==> src/rtl/irq_ctrl8.sv <==
module irq_ctrl8 #(
  parameter int N = 8,
  parameter int LW = $clog2(N)
) (
  input  logic         clk,
  input  logic         rst_n,
  input  logic         addr,
  input  logic         wr,
  input  logic [7:0]   wdata,
  input  logic         rd,
  output logic [7:0]   rdata,
  input  logic [N-1:0] irq_in,
  output logic         int_o,
  input  logic         inta,
  output logic [7:0]   vec_o
);
  typedef enum logic [1:0] {ST_RUN, ST_BASE, ST_LINK, ST_MODE} ist_t;

  ist_t ist;
  logic need_mode, single, ltim, ris, smm, poll;
  logic [7:0] base, link;
  logic [4:0] mode;
  logic [N-1:0] imr, isr, irr_q, irq_d;
  logic [LW-1:0] lo;

  function automatic logic [LW:0] pick(input logic [N-1:0] v, input logic [LW-1:0] l);
    pick = '0;
    for (int i = N - 1; i >= 0; i--)
      if (v[LW'(l + LW'(1) + LW'(i))]) pick = {1'b1, LW'(i)};
  endfunction

  wire we = wr & ~addr;
  wire wo = wr & addr;
  wire is_start = we & wdata[4];
  wire is_cmd = we & ~wdata[4] & ~wdata[3];
  wire is_sel = we & ~wdata[4] & wdata[3];
  wire aeoi = mode[1];

  wire [N-1:0] irr_v = ltim ? irq_in : irr_q;
  wire [N-1:0] req = irr_v & ~imr;
  wire [N-1:0] blk = smm ? (isr & ~imr) : isr;
  wire [LW:0] rq_p = pick(req, lo);
  wire [LW:0] bk_p = pick(blk, lo);
  wire [LW:0] hi_p = pick(isr, lo);

  assign int_o = rq_p[LW] & (~bk_p[LW] | (rq_p[LW-1:0] < bk_p[LW-1:0]));
  wire [LW-1:0] win = int_o ? LW'(lo + LW'(1) + rq_p[LW-1:0]) : LW'(N - 1);
  wire [LW-1:0] hi_lvl = LW'(lo + LW'(1) + hi_p[LW-1:0]);
  assign vec_o = {base[7:LW], win};

  wire poll_rd = rd & ~addr & poll;
  wire take = (inta | poll_rd) & int_o;
  wire [N-1:0] take_m = take ? (N'(1) << win) : '0;
  wire [LW-1:0] eoi_lvl = wdata[6] ? wdata[LW-1:0] : hi_lvl;
  wire eoi_do = is_cmd & wdata[5] & (wdata[6] | hi_p[LW]);
  wire [N-1:0] eoi_m = eoi_do ? (N'(1) << eoi_lvl) : '0;
  wire rot_set = is_cmd & wdata[7] & (eoi_do | (wdata[6] & ~wdata[5]));

  always_comb begin
    rdata = '0;
    if (rd) begin
      if (addr) rdata = 8'(imr);
      else if (poll) rdata = {int_o, 4'b0000, 3'(win)};
      else if (ris) rdata = 8'(isr);
      else rdata = 8'(irr_v);
    end
  end

  always_ff @(posedge clk) begin
    if (!rst_n) begin
      ist <= ST_RUN;
      {need_mode, single, ltim, ris, smm, poll} <= '0;
      base <= '0; link <= '0; mode <= '0;
      imr <= '0; isr <= '0; irr_q <= '0; irq_d <= '0;
      lo <= LW'(N - 1);
    end else begin
      irq_d <= irq_in;
      if (is_start) begin
        need_mode <= wdata[0];
        single <= wdata[1];
        ltim <= wdata[3];
        mode <= '0;
        imr <= '0;
        isr <= '0;
        irr_q <= '0;
        lo <= LW'(N - 1);
        ris <= 1'b0;
        smm <= 1'b0;
        poll <= 1'b0;
        ist <= ST_BASE;
      end else begin
        isr <= (isr | (aeoi ? '0 : take_m)) & ~eoi_m;
        irr_q <= (irr_q & ~take_m) | (irq_in & ~irq_d);
        if (rot_set) lo <= eoi_do ? eoi_lvl : wdata[LW-1:0];
        if (poll_rd) poll <= 1'b0;
        if (is_sel) begin
          if (wdata[1]) ris <= wdata[0];
          if (wdata[2]) poll <= 1'b1;
          if (wdata[6]) smm <= wdata[5];
        end
        if (wo) begin
          case (ist)
            ST_BASE: begin
              base <= wdata;
              ist <= !single ? ST_LINK : (need_mode ? ST_MODE : ST_RUN);
            end
            ST_LINK: begin
              link <= wdata;
              ist <= need_mode ? ST_MODE : ST_RUN;
            end
            ST_MODE: begin
              mode <= wdata[4:0];
              ist <= ST_RUN;
            end
            default: imr <= wdata[N-1:0];
          endcase
        end
      end
    end
  end
endmodule

==> config.mk <==
export PLATFORM = sky130hd
export DESIGN_NAME = irq_ctrl8
export DESIGN_NICKNAME = d
export VERILOG_FILES = /design/src/rtl/irq_ctrl8.sv
export SDC_FILE = /design/constraint.sdc
export NUM_CORES = 1
export LEC_CHECK = 0
export BUFFER_PORTS_ARGS = -buffer_cell sky130_fd_sc_hd__buf_2
export CAP_MARGIN = 10
export CORE_MARGIN = 1.5
export CORE_UTILIZATION = 35
export CTS_CLUSTER_DIAMETER = 200
export DETAILED_ROUTE_END_ITERATION = 10
export GPL_ROUTABILITY_DRIVEN = 0
export PLACE_DENSITY = 0.58
export SYNTH_ARGS = -nofsm -noshare
export SYNTH_HDL_FRONTEND = slang
export SYNTH_SLANG_ARGS = --single-unit
==> constraint.sdc <==
create_clock -name clk -period 5.86 [get_ports clk]
set_clock_uncertainty 0.2 [all_clocks]
set_input_delay 0.879 -clock clk [delete_from_list [all_inputs] [get_ports clk]]
set_output_delay 0.879 -clock clk [all_outputs]
set_load 0.05 [all_outputs]
# Word level (Yosys, flattened, before mapping)
# Index checks and enable logic that the tools add are counted.
[totals]
wordCells = 181
ff_bits = 53
in_bits = 22
output_inout_bits = 17
[classes]
n_mux = 92
bitwise_logic = 38
magnitude_cmp = 9
n_eq_ne = 3
n_reduce_logical = 12
add_sub_neg = 10
n_shift = 2
[op_table]
columns = ["operator", "count"]
rows = [
  ["$mux 4", 24],
  ["$bmux 1 s3", 24],
  ["$mux 8", 9],
  ["$and 8x8->8", 5],
  ["$lt 3x4->1 const B", 8],
  ["$not 8->8", 4],
  ["$mux 1", 29],
  ["$or 8x8->8", 2],
  ["$shl 1x3->8 const A", 2],
  ["$and 1x1->1", 15],
  ["$add 3x3->3 const B", 4],
  ["$reduce_and 2->1", 6],
  ["$mux 3", 3],
  ["$not 1->1", 8],
  ["$add 3x1->3 const B", 2],
  ["$add 3x2->3 const B", 2],
  ["$add 3x3->3", 2],
  ["$pmux 2 s3", 1],
  ["$eq 2x2->1 const B", 2],
  ["$mux 2", 2],
  ["$or 1x1->1", 4],
  ["$reduce_bool 4->1", 1],
  ["$lt 3x3->1", 1],
  ["$reduce_and 3->1", 1],
  ["5 further kinds", 5],
]

# Logic depth before layout (Yosys ltp)
# Gate-level depths: netlist of the first run.
[depth]
depth_word = 22
mapped_depth = 21
depth_no_buf = 18

# Worst setup path before layout of the first run
# No wires, ideal clock.
[synth_path]
path_kind = "reg-to-output"
startpoint = "register lo[0]"
endpoint = "output vec_o[2]"
arrival_time_ps = 4774
path_slack_ps = 7
n_path_buf = 2
path_stages_with_launch = 16
cell_sequence = "dfxtp_1 -> buf_2 -> inv_2 -> ha_1 -> buf_2 -> or2_2 -> o32ai_1 -> mux2i_1 -> nor4b_1 -> o311ai_1 -> nor2b_4 -> ha_1 -> a211oi_2 -> o221ai_4 -> a21oi_1 -> nand2_1"
[synth_via]
elab_chain_len = 16
[synth_lines]
columns = ["item", "line", "source"]
rows = [
  ["start: declaration", "24", "logic [LW-1:0] lo;"],
  ["start signal: assignment", "75", "lo <= LW'(N - 1);"],
  ["start signal: assignment", "86", "lo <= LW'(N - 1);"],
  ["start signal: assignment", "94", "if (rot_set) lo <= eoi_do ? eoi_lvl : wdata[LW-1:0];"],
  ["$add 3x1->3 (*)", "29", "if (v[LW'(l + LW'(1) + LW'(i))]) pick = {1'b1, LW'(i)};"],
  ["$add 3x3->3", "29", ""],
  ["$bmux 1 s3", "29", ""],
  ["$mux 1 (not written as such)", "29", ""],
  ["$mux 4 (8 in a row)", "29", ""],
  ["$lt 3x3->1 or $not 1->1 (tied branches)", "46", "assign int_o = rq_p[LW] & (~bk_p[LW] | (rq_p[LW-1:0] < bk_p[LW-1:0]));"],
  ["$or 1x1->1", "46", ""],
  ["$and 1x1->1 (*)", "46", ""],
  ["net int_o", "13", "output logic int_o,"],
  ["$mux 3 (*)", "47", "wire [LW-1:0] win = int_o ? LW'(lo + LW'(1) + rq_p[LW-1:0]) : LW'(N - 1);"],
  ["end: declaration", "15", "output logic [7:0] vec_o"],
]
# Mark *: on every way through the listed nets, which the timed path passes. The rest lies on a longest branch. The select of a mux whose other input is x is not followed.

# Worst setup path after layout of the first run
[layout_path]
startpoint = "register lo[0]"
endpoint = "output rdata[2]"
[layout_via]
elab_chain_len = 19
[layout_lines]
columns = ["item", "line", "source"]
rows = [
  ["$add 3x1->3 (*)", "29, 47", ""],
  ["$add 3x3->3", "29", ""],
  ["$bmux 1 s3", "29", ""],
  ["$mux 1 (not written as such)", "29", ""],
  ["$mux 4 (8 in a row)", "29", ""],
  ["$lt 3x3->1 or $not 1->1 (tied branches)", "46", ""],
  ["$or 1x1->1", "46", ""],
  ["$and 1x1->1", "46", ""],
  ["$mux 3 (*)", "47", ""],
  ["$mux 8 (*)", "63", "else if (poll) rdata = {int_o, 4'b0000, 3'(win)};"],
  ["$mux 8 (*)", "62", "if (addr) rdata = 8'(imr);"],
  ["$mux 8 (*)", "61", "if (rd) begin"],
  ["end: declaration", "11", "output logic [7:0] rdata,"],
]
# Every way passes the cells marked *; elsewhere a longest branch is shown, timed or not. The select of a mux whose other input is x is not followed.

==> impl_metrics.ini, run 1 <==
[clocking]
ctsHtreeMaxLevel = 2
clk_root_buffer_cell = clkbuf_16
cts_setup_buffers = 0
cts_sinks = 49
clockBufferDepth = 2
cts_tree = done
cts-buffers-inserted = 5
clkTransAtPathRegs_ns = 0.07
ctsHoldBuffers = 0
worstSkewPairLatency_ns = 0.30
post_cts_resized = 0

[layout]
syn_to_final_growth_pct = 10.8
final_cell_mix = dfxtp_1, nor2_1, mux2i_1
n_antenna_cell = 0
fillers = 1303
design.final.nets = 567
drive_gt1_frac = 0.227
final_common_cell = dfxtp_1
post-route-util = 0.396

[yosys]
ys_async_sr_fraction = 0
syn_area_per_cell_um2 = 8.92
synth_top_cell_by_area = dfxtp_1
synth.distinct_cells = 76
seq_area_frac_synth = 0.217
synth_cells = 506
ys_ff_latch = 49
synthesis.area_mm2 = 0.00451
synth_edf_count = 0
synth_nets = 540
synth_top_area_share = 0.217
yosysWarnings = 0
ys.flop_type = dfxtp_1
yosys-top-cells-area = dfxtp_1, mux4_2, mux2i_1

[flow_run]
max-cap-violations = 0

[detailed_routing]
drt-total-wl_um = 13000
via_per_inst = 5.76
route.detailed.drc = 0
first_pass_iters = 5
wl_per_cell_um = 18.4
drt-initial-drc-count = 366
vias = 4069
drtAntennaViolNets = 0

[power]
peakVddDrop_mv = 0.199
powerDensity_mw_per_mm2 = 248
p_leak_nw = 2.07

[global_route]
grt_first_pass_wirelength_um = 20300
groute.usage.overall = 0.195
grt_max_degree = 32
antenna_found_initial = 0
grt.overflow.total = 0
grt_pass1_vias = 3770

[timing]
worst_slew_pin_slew_ns = 1.10
setup_viol = 0
fmax_mhz = 178
fin_crit_sh = 0.960
maxSlewViolCount = 0
final.setup.tns_ns = 0
relSlewSlack = 0.260
fin_crit_ns = 5.63
finalHoldViolations = 0

[worst_setup_path]
crit_arrival_ns = 4.55
cp-end-kind = output pin
path_max_fanout = 13
crit_required_ns = 4.78
startpoint_type = flop
critPathKind = reg2out

[placed_design]
dp_hpwl_um = 9970
port_buffers = 38

[floorplan]
io_pins = 39
fp.coreArea_mm2 = 0.0126
die_area_mm2 = 0.0136
die_x_um = 117
rows = 41
initial_core_util = 0.358
fp.dieH_um = 117

[run_status]
status = complete, no violations

[hold_path]
min_path_type = reg2reg
power breakdown:
| group | internal, mW | switching (mW) | total (mW) |
|---|---|---|---|
| Sequential | 0.352 | 0.0286 | 0.381 |
| Clock | 0.159 | 0.130 | 0.289 |
| Combinational | 0.201 | 0.372 | 0.573 |
per-layer routing:
metal	part of all wire	routed length (um)	vias to the layer above	track usage
li1	-	-	1956	-
met1	0.47	6070	1940	0.274
met2	0.46	6040	158	0.320
met3	0.054	701	15	0.0223
met4	0.016	208	0	0.0514
met5	0	0	-	0
per-stage QoR:
step / power (mW) / worst slack (ns) / hold WS (ns) / instances / instance area (um^2)
detailed placement: 0.946 / 0.305 / 0.308 / 698 / 4840
global placement: 0.936 / 0.339 / 0.300 / 698 / 4840
CTS: 1.24 / 0.104 / 0.324 / 706 / 4980
floorplan: 0.797 / 0.00728 / 0.278 / 506 / 4510
finish: 1.24 / 0.234 / 0.317 / 706 / 5000
global route: 1.30 / -0.00130 / 0.368 / 706 / 5000
kinds of logic (layout without fill, tap and decap cells):
| family | Yosys count | after routing | share of synthesized area |
|---|---|---|---|
| XOR/XNOR | 9 | 9 | 0.0269 |
| buffers and inverters | 53 | 81 | 0.0568 |
| multiplexers | 87 | 87 | 0.272 |
| AND/OR/NAND/NOR | 162 | 162 | 0.187 |
| AO/OA/AOI/OAI | 134 | 134 | 0.203 |
| adder cells (fa/ha/maj) | 12 | 12 | 0.0366 |
| flip-flops | 49 | 49 | 0.217 |
area by class of cell:
type	count	area (um^2)	area share
clock buffers	6	129	0.0258
clock inverters	2	15.0	0.00300
inverters	24	90.1	0.0180
multi-input cells	404	3300	0.659
flip-flops and latches	49	981	0.196
well taps	172	215	0.0430
repair buffers	49	273	0.0545
worst max-delay path, cell delays in order, from the launching register on:
cell      delay (ns)
dfxtp_1         0.45
inv_2           0.06
ha_1            0.34
inv_2           0.26
mux4_2          0.62
mux2_2          0.31
nand2b_4        0.15
a31oi_4         0.18
nor2_1          0.07
ha_1            0.20
fa_1            0.37
xnor2_1         0.36
mux2i_1         0.23
a21oi_1         0.08
a31oi_1         0.25
buf_2           0.31
final timing paths:
check,start,end,slack (ns),cells past startpoint
worst max-delay path,lo[0],rdata[2],0.23,15
worst min-delay path,base[6],base[6],0.32,2
worst max register to register,lo[0],isr[2],1.00,14
worst min register to register,base[6],base[6],0.32,2
state kept, by name, summed over array words and instances, names as in the netlist, 2 cells and up:
name   count
isr        8
imr        8
base       5
irr_q      8
ist        2
lo         3
irq_d      8
cell usage after synthesis, drive strengths merged, types with 4 or more instances:
library cell and instances:
mux4 24, inv 23, nor2 48, nand2 32
nor3 9, nand3 8, a22oi 5, a211oi 5
buf 13, o22ai 11, mux2 12, xnor2 4
nand2b 5, dfxtp 49, clkbuf 16, a21oi 33
ha 10, and2 12, nor2b 25, mux2i 51
a31oi 18, o21ai 29, a2111oi 7
(Power assumes the default switching activity.)
==> run 2, diff against run 1 <==
Settings changed: BUFFER_PORTS_ARGS -buffer_cell sky130_fd_sc_hd__buf_2 to default, DONT_BUFFER_PORTS from default to 1, PLACE_DENSITY 0.58 to 0.55.
==> impl_metrics.ini, run 2 (synthesis gave the netlist of run 1 again) <==
[detailed_routing]
first_pass_iters = 5
drtAntennaViolNets = 0
via_per_inst = 5.92
wl_per_cell_um = 19.4
vias = 3995
route.detailed.drc = 0
drt-initial-drc-count = 224
drt-total-wl_um = 13100

[power]
intPower_mw = 0.728
power.total_mw = 1.25
swShare = 0.418
p_leak_nw = 1.96
pwr-share-seq = 0.306
combPwrFrac = 0.447
powerDensity_mw_per_mm2 = 256
peakVddDrop_mv = 0.155
power_switching_mw = 0.522
p_clk_frac = 0.248

[clocking]
cts_tree = done
cts_sinks = 49
cts_setup_buffers = 0
ctsHoldBuffers = 0
worstSkewPairLatency_ns = 0.30
clk_root_buffer_cell = clkbuf_16
cts-buffers-inserted = 5
clkTransAtPathRegs_ns = 0.07
ctsHtreeMaxLevel = 2
post_cts_resized = 0
clockBufferDepth = 2

[layout]
drive_gt1_frac = 0.183
syn_to_final_growth_pct = 8.09
design.final.nets = 536
final_common_cell = dfxtp_1
final_cell_mix = dfxtp_1, nor2_1, mux2i_1
finalInstanceArea_mm2 = 0.00488
n_antenna_cell = 0

[worst_setup_path]
crit_buf_inv = 3
critPathKind = reg2out
cp_top_family = multiplexers
cpMaxStageDelayCell = mux4_2
crit_required_ns = 4.78
path_max_fanout = 22
crit_arrival_ns = 4.54
worstPathCellList = inv_2 -> ha_1 -> buf_4 -> mux4_2 -> mux2i_1 -> o21ai_1 -> a31oi_4 -> nor2_1 -> ha_1 -> fa_1 -> xnor2_1 -> mux2i_1 -> a21oi_1 -> a31oi_1 -> buf_4
slowest_delay_ns = 0.59
startpoint_type = flop
cp-end-kind = output pin

[global_route]
grt_pass1_vias = 3731
grt.overflow.total = 0
grt_first_pass_wirelength_um = 20700
groute.usage.overall = 0.198
antenna_found_initial = 0
grt_max_degree = 33

[timing]
setup_viol = 0
setup_ws_ns = 0.244
fin_crit_sh = 0.958
maxSlewViolCount = 0
final.setup.tns_ns = 0
fin_crit_ns = 5.62
relSlewSlack = 0.358
worst_slew_pin_slew_ns = 0.959
whs_ns = 0.319
finalHoldViolations = 0
fmax_mhz = 178

[floorplan]
fp.dieH_um = 117
io_pins = 39
die_x_um = 117
rows = 41
die_area_mm2 = 0.0136
initial_core_util = 0.358
fp.coreArea_mm2 = 0.0126

[flow_run]
max-cap-violations = 0

[placed_design]
port_buffers = 0
dpl_cell_area_mm2 = 0.00471
dp_slack_ns = 0.446
dp_hpwl_um = 10200

[hold_path]
min_path_type = reg2reg

[run_status]
status = complete, no violations
[run 2: cell count changes in the layout (fill, tap and decap cells not counted), sizes merged]
cell      before  now
inv           23   24
buf           49   18
clkinv         1    2
clkinvlp       2    0
[run 2: area by class of cell]
class / instances / area (um^2)
clock inverters: 2 / 17.5
fillers: 1332 / 7740
flip-flops and latches: 49 / 981
well taps: 172 / 215
inverters: 24 / 90.1
clock buffers: 6 / 139
repair buffers: 18 / 135
multi-input cells: 404 / 3300
[run 2: worst register-to-register path, stage by stage (launching register included)]
cell and delay (ns):
dfxtp_1 0.38, inv_2 0.05, ha_1 0.33, buf_4 0.26
or2_2 0.31, o32ai_1 0.12, mux2i_1 0.22, nor4b_1 0.23
o311ai_2 0.49, nor2b_4 0.31, ha_1 0.28, a211oi_2 0.26
o221ai_4 0.22, a211o_1 0.60, a2111oi_2 0.42
[run 2: power by group through the flow]
stage	combinational (mW)	clock [mW]	sequential, mW
after floorplan	0.422	0	0.375
after global placement	0.546	0	0.389
after detailed placement	0.550	0	0.389
after CTS	0.554	0.318	0.382
after global routing	0.599	0.327	0.385
final	0.559	0.310	0.382
[run 2: stage by stage]
step / utilization / std cells
after floorplan: - / 506
after global placement: 0.373 / 667
after detailed placement: 0.373 / 667
after CTS: 0.385 / 675
after global routing: 0.387 / 675
final: 0.387 / 675
[run 2: final timing paths]
check,start,end,slack [ns],cells past startpoint
max,lo[0],rdata[2],0.24,15
min,ist[1],ist[1],0.32,2
max reg2reg,lo[0],isr[5],1.08,14
min reg2reg,ist[1],ist[1],0.32,2
[run 2: per-layer routing]
metal,routed length [um],track usage
met1,5930,0.268
met2,6430,0.339
met3,612,0.0306
met4,127,0.0402
met5,0,0
==> run 3, diff against run 2 <==
--- a/constraint.sdc
+++ b/constraint.sdc
@@ -4,2 +4,2 @@
 set_output_delay 0.879 -clock clk [all_outputs]
-set_load 0.05 [all_outputs]
+set_load 0.01 [all_outputs]
==> impl_metrics.ini, run 3 (synthesis gave the netlist of run 1 again) <==
[layout]
drive_gt1_frac = 0.177
design.final.nets = 535
n_antenna_cell = 0
multi_input_area_mm2 = 0.00331
ff_latch_area_um2 = 981
syn_to_final_growth_pct = 8.48
fillers = 1315
post-route-util = 0.388
final_cell_mix = dfxtp_1, nor2_1, mux2i_1
final_common_cell = dfxtp_1

[placed_design]
dp_hpwl_um = 10200
port_buffers = 0

[detailed_routing]
route.detailed.drc = 0
drt-total-wl_um = 13100
drt-initial-drc-count = 313
first_pass_iters = 5
via_per_inst = 5.87
wl_per_cell_um = 19.4
vias = 3958
drtAntennaViolNets = 0

[worst_setup_path]
startpoint_type = flop
crit_path_start = lo[0]
path_max_fanout = 8
r2r_start = lo[0]
r2r_end = isr[1]
cp-end-kind = output pin
ff2ff_path_depth = 13
cp_top_family = compound AO/OA/AOI/OAI gates
cpMaxStageDelayCell = xnor2_1
crit_required_ns = 4.78
slowest_delay_ns = 0.60
crit_buf_inv = 1
crit_arrival_ns = 4.43
critPathKind = reg2out
worstPathCellList = ha_1 -> xnor2_1 -> a2111oi_0 -> nor4_1 -> o21ai_1 -> a31oi_4 -> nor2_1 -> ha_1 -> fa_1 -> xnor2_1 -> mux2i_1 -> a21oi_1 -> a31oi_1 -> buf_4
cp_num_cells = 14
reg2reg_slack_ns = 1.26
endpoint = rdata[2]

[power]
intPower_mw = 0.757
p_clk_frac = 0.286
powerDensity_mw_per_mm2 = 245
pwr-share-seq = 0.319
p_leak_nw = 1.95
power_switching_mw = 0.443
combPwrFrac = 0.395
peakVddDrop_mv = 0.172
swShare = 0.369

[floorplan]
fp.dieH_um = 117
fp.coreArea_mm2 = 0.0126
die_area_mm2 = 0.0136
rows = 41
initial_core_util = 0.358
io_pins = 39
die_x_um = 117

[clocking]
cts-buffers-inserted = 5
worstSkewPairLatency_ns = 0.29
cts_sinks = 49
ctsHoldBuffers = 0
clockBufferDepth = 2
post_cts_resized = 0
clkTransAtPathRegs_ns = 0.07
cts_setup_buffers = 0
ctsHtreeMaxLevel = 2
cts_tree = done
clk_root_buffer_cell = clkbuf_16

[timing]
rsz0062_at_grt = false
final.setup.tns_ns = 0
worst_slew_pin_slew_ns = 0.708
fin_crit_sh = 0.941
setup_viol = 0
relSlewSlack = 0.522
fin_crit_ns = 5.51
fmax_mhz = 181
maxSlewViolCount = 0
finalHoldViolations = 0

[global_route]
antenna_found_initial = 0
grt.overflow.total = 0
grt_max_degree = 33
grt_pass1_vias = 3683
groute.usage.overall = 0.199
grt_first_pass_wirelength_um = 20600

[flow_run]
max-cap-violations = 0

[run_status]
status = complete, no violations

[hold_path]
min_path_type = reg2reg
==> run 3: per-stage QoR <==
step | total power, mW | worst slack [ns] | hold WS, ns | std cells | cell area [um^2]
global placement | 0.846 | 0.569 | 0.306 | 666 | 4690
detailed placement | 0.856 | 0.493 | 0.317 | 666 | 4690
CTS | 1.20 | 0.306 | 0.328 | 674 | 4870
finish | 1.20 | 0.346 | 0.322 | 674 | 4900
global route | 1.26 | 0.0525 | 0.361 | 674 | 4900
floorplan | 0.724 | 0.870 | 0.278 | 506 | 4510
==> run 3: final cells by class <==
class / instances / area share
tap: 172 / 0.0439
inverter: 24 / 0.0184
sequential: 49 / 0.200
multi-input combinational: 404 / 0.675
timing repair buffer: 17 / 0.0261
clock buffer: 6 / 0.0284
clock inverter: 2 / 0.00766
==> run 3: routing by layer <==
metal | wire [um] | share of wire | track usage | vias up
li1 | - | - | - | 1893
met1 | 5930 | 0.45 | 0.269 | 1917
met2 | 6230 | 0.48 | 0.323 | 126
met3 | 674 | 0.051 | 0.0363 | 22
met4 | 270 | 0.021 | 0.0635 | 0
met5 | 0 | 0 | 0 | -
==> run 3: power groups by stage <==
stage          logic [mW]  registers [mW]  clock network (mW)
2_1_floorplan       0.351           0.374                   0
3_3_place_gp        0.457           0.389                   0
3_5_place_dp        0.466           0.390                   0
4_1_cts             0.468           0.382               0.351
5_1_grt             0.512           0.385               0.366
6_report            0.473           0.383               0.343
==> run 3: how the worst min path moves through the flow <==
| stage | from | endpoint | slack [ns] | depth (start not counted) |
|---|---|---|---|---|
| floorplan | mode[1] | mode[1] | 0.28 | 2 |
| global placement | mode[1] | mode[1] | 0.31 | 2 |
| detailed placement | ist[1] | ist[1] | 0.32 | 2 |
| CTS | ist[1] | ist[1] | 0.33 | 2 |
| global route | need_mode | need_mode | 0.36 | 2 |
| finish | ist[1] | ist[1] | 0.32 | 2 |
==> run 3: worst min-delay path: cells and delay by family, from the launching register on <==
kind	cells	cell delay, ns
flip-flops	1	0.34
AO/OA/AOI/OAI	2	0.14
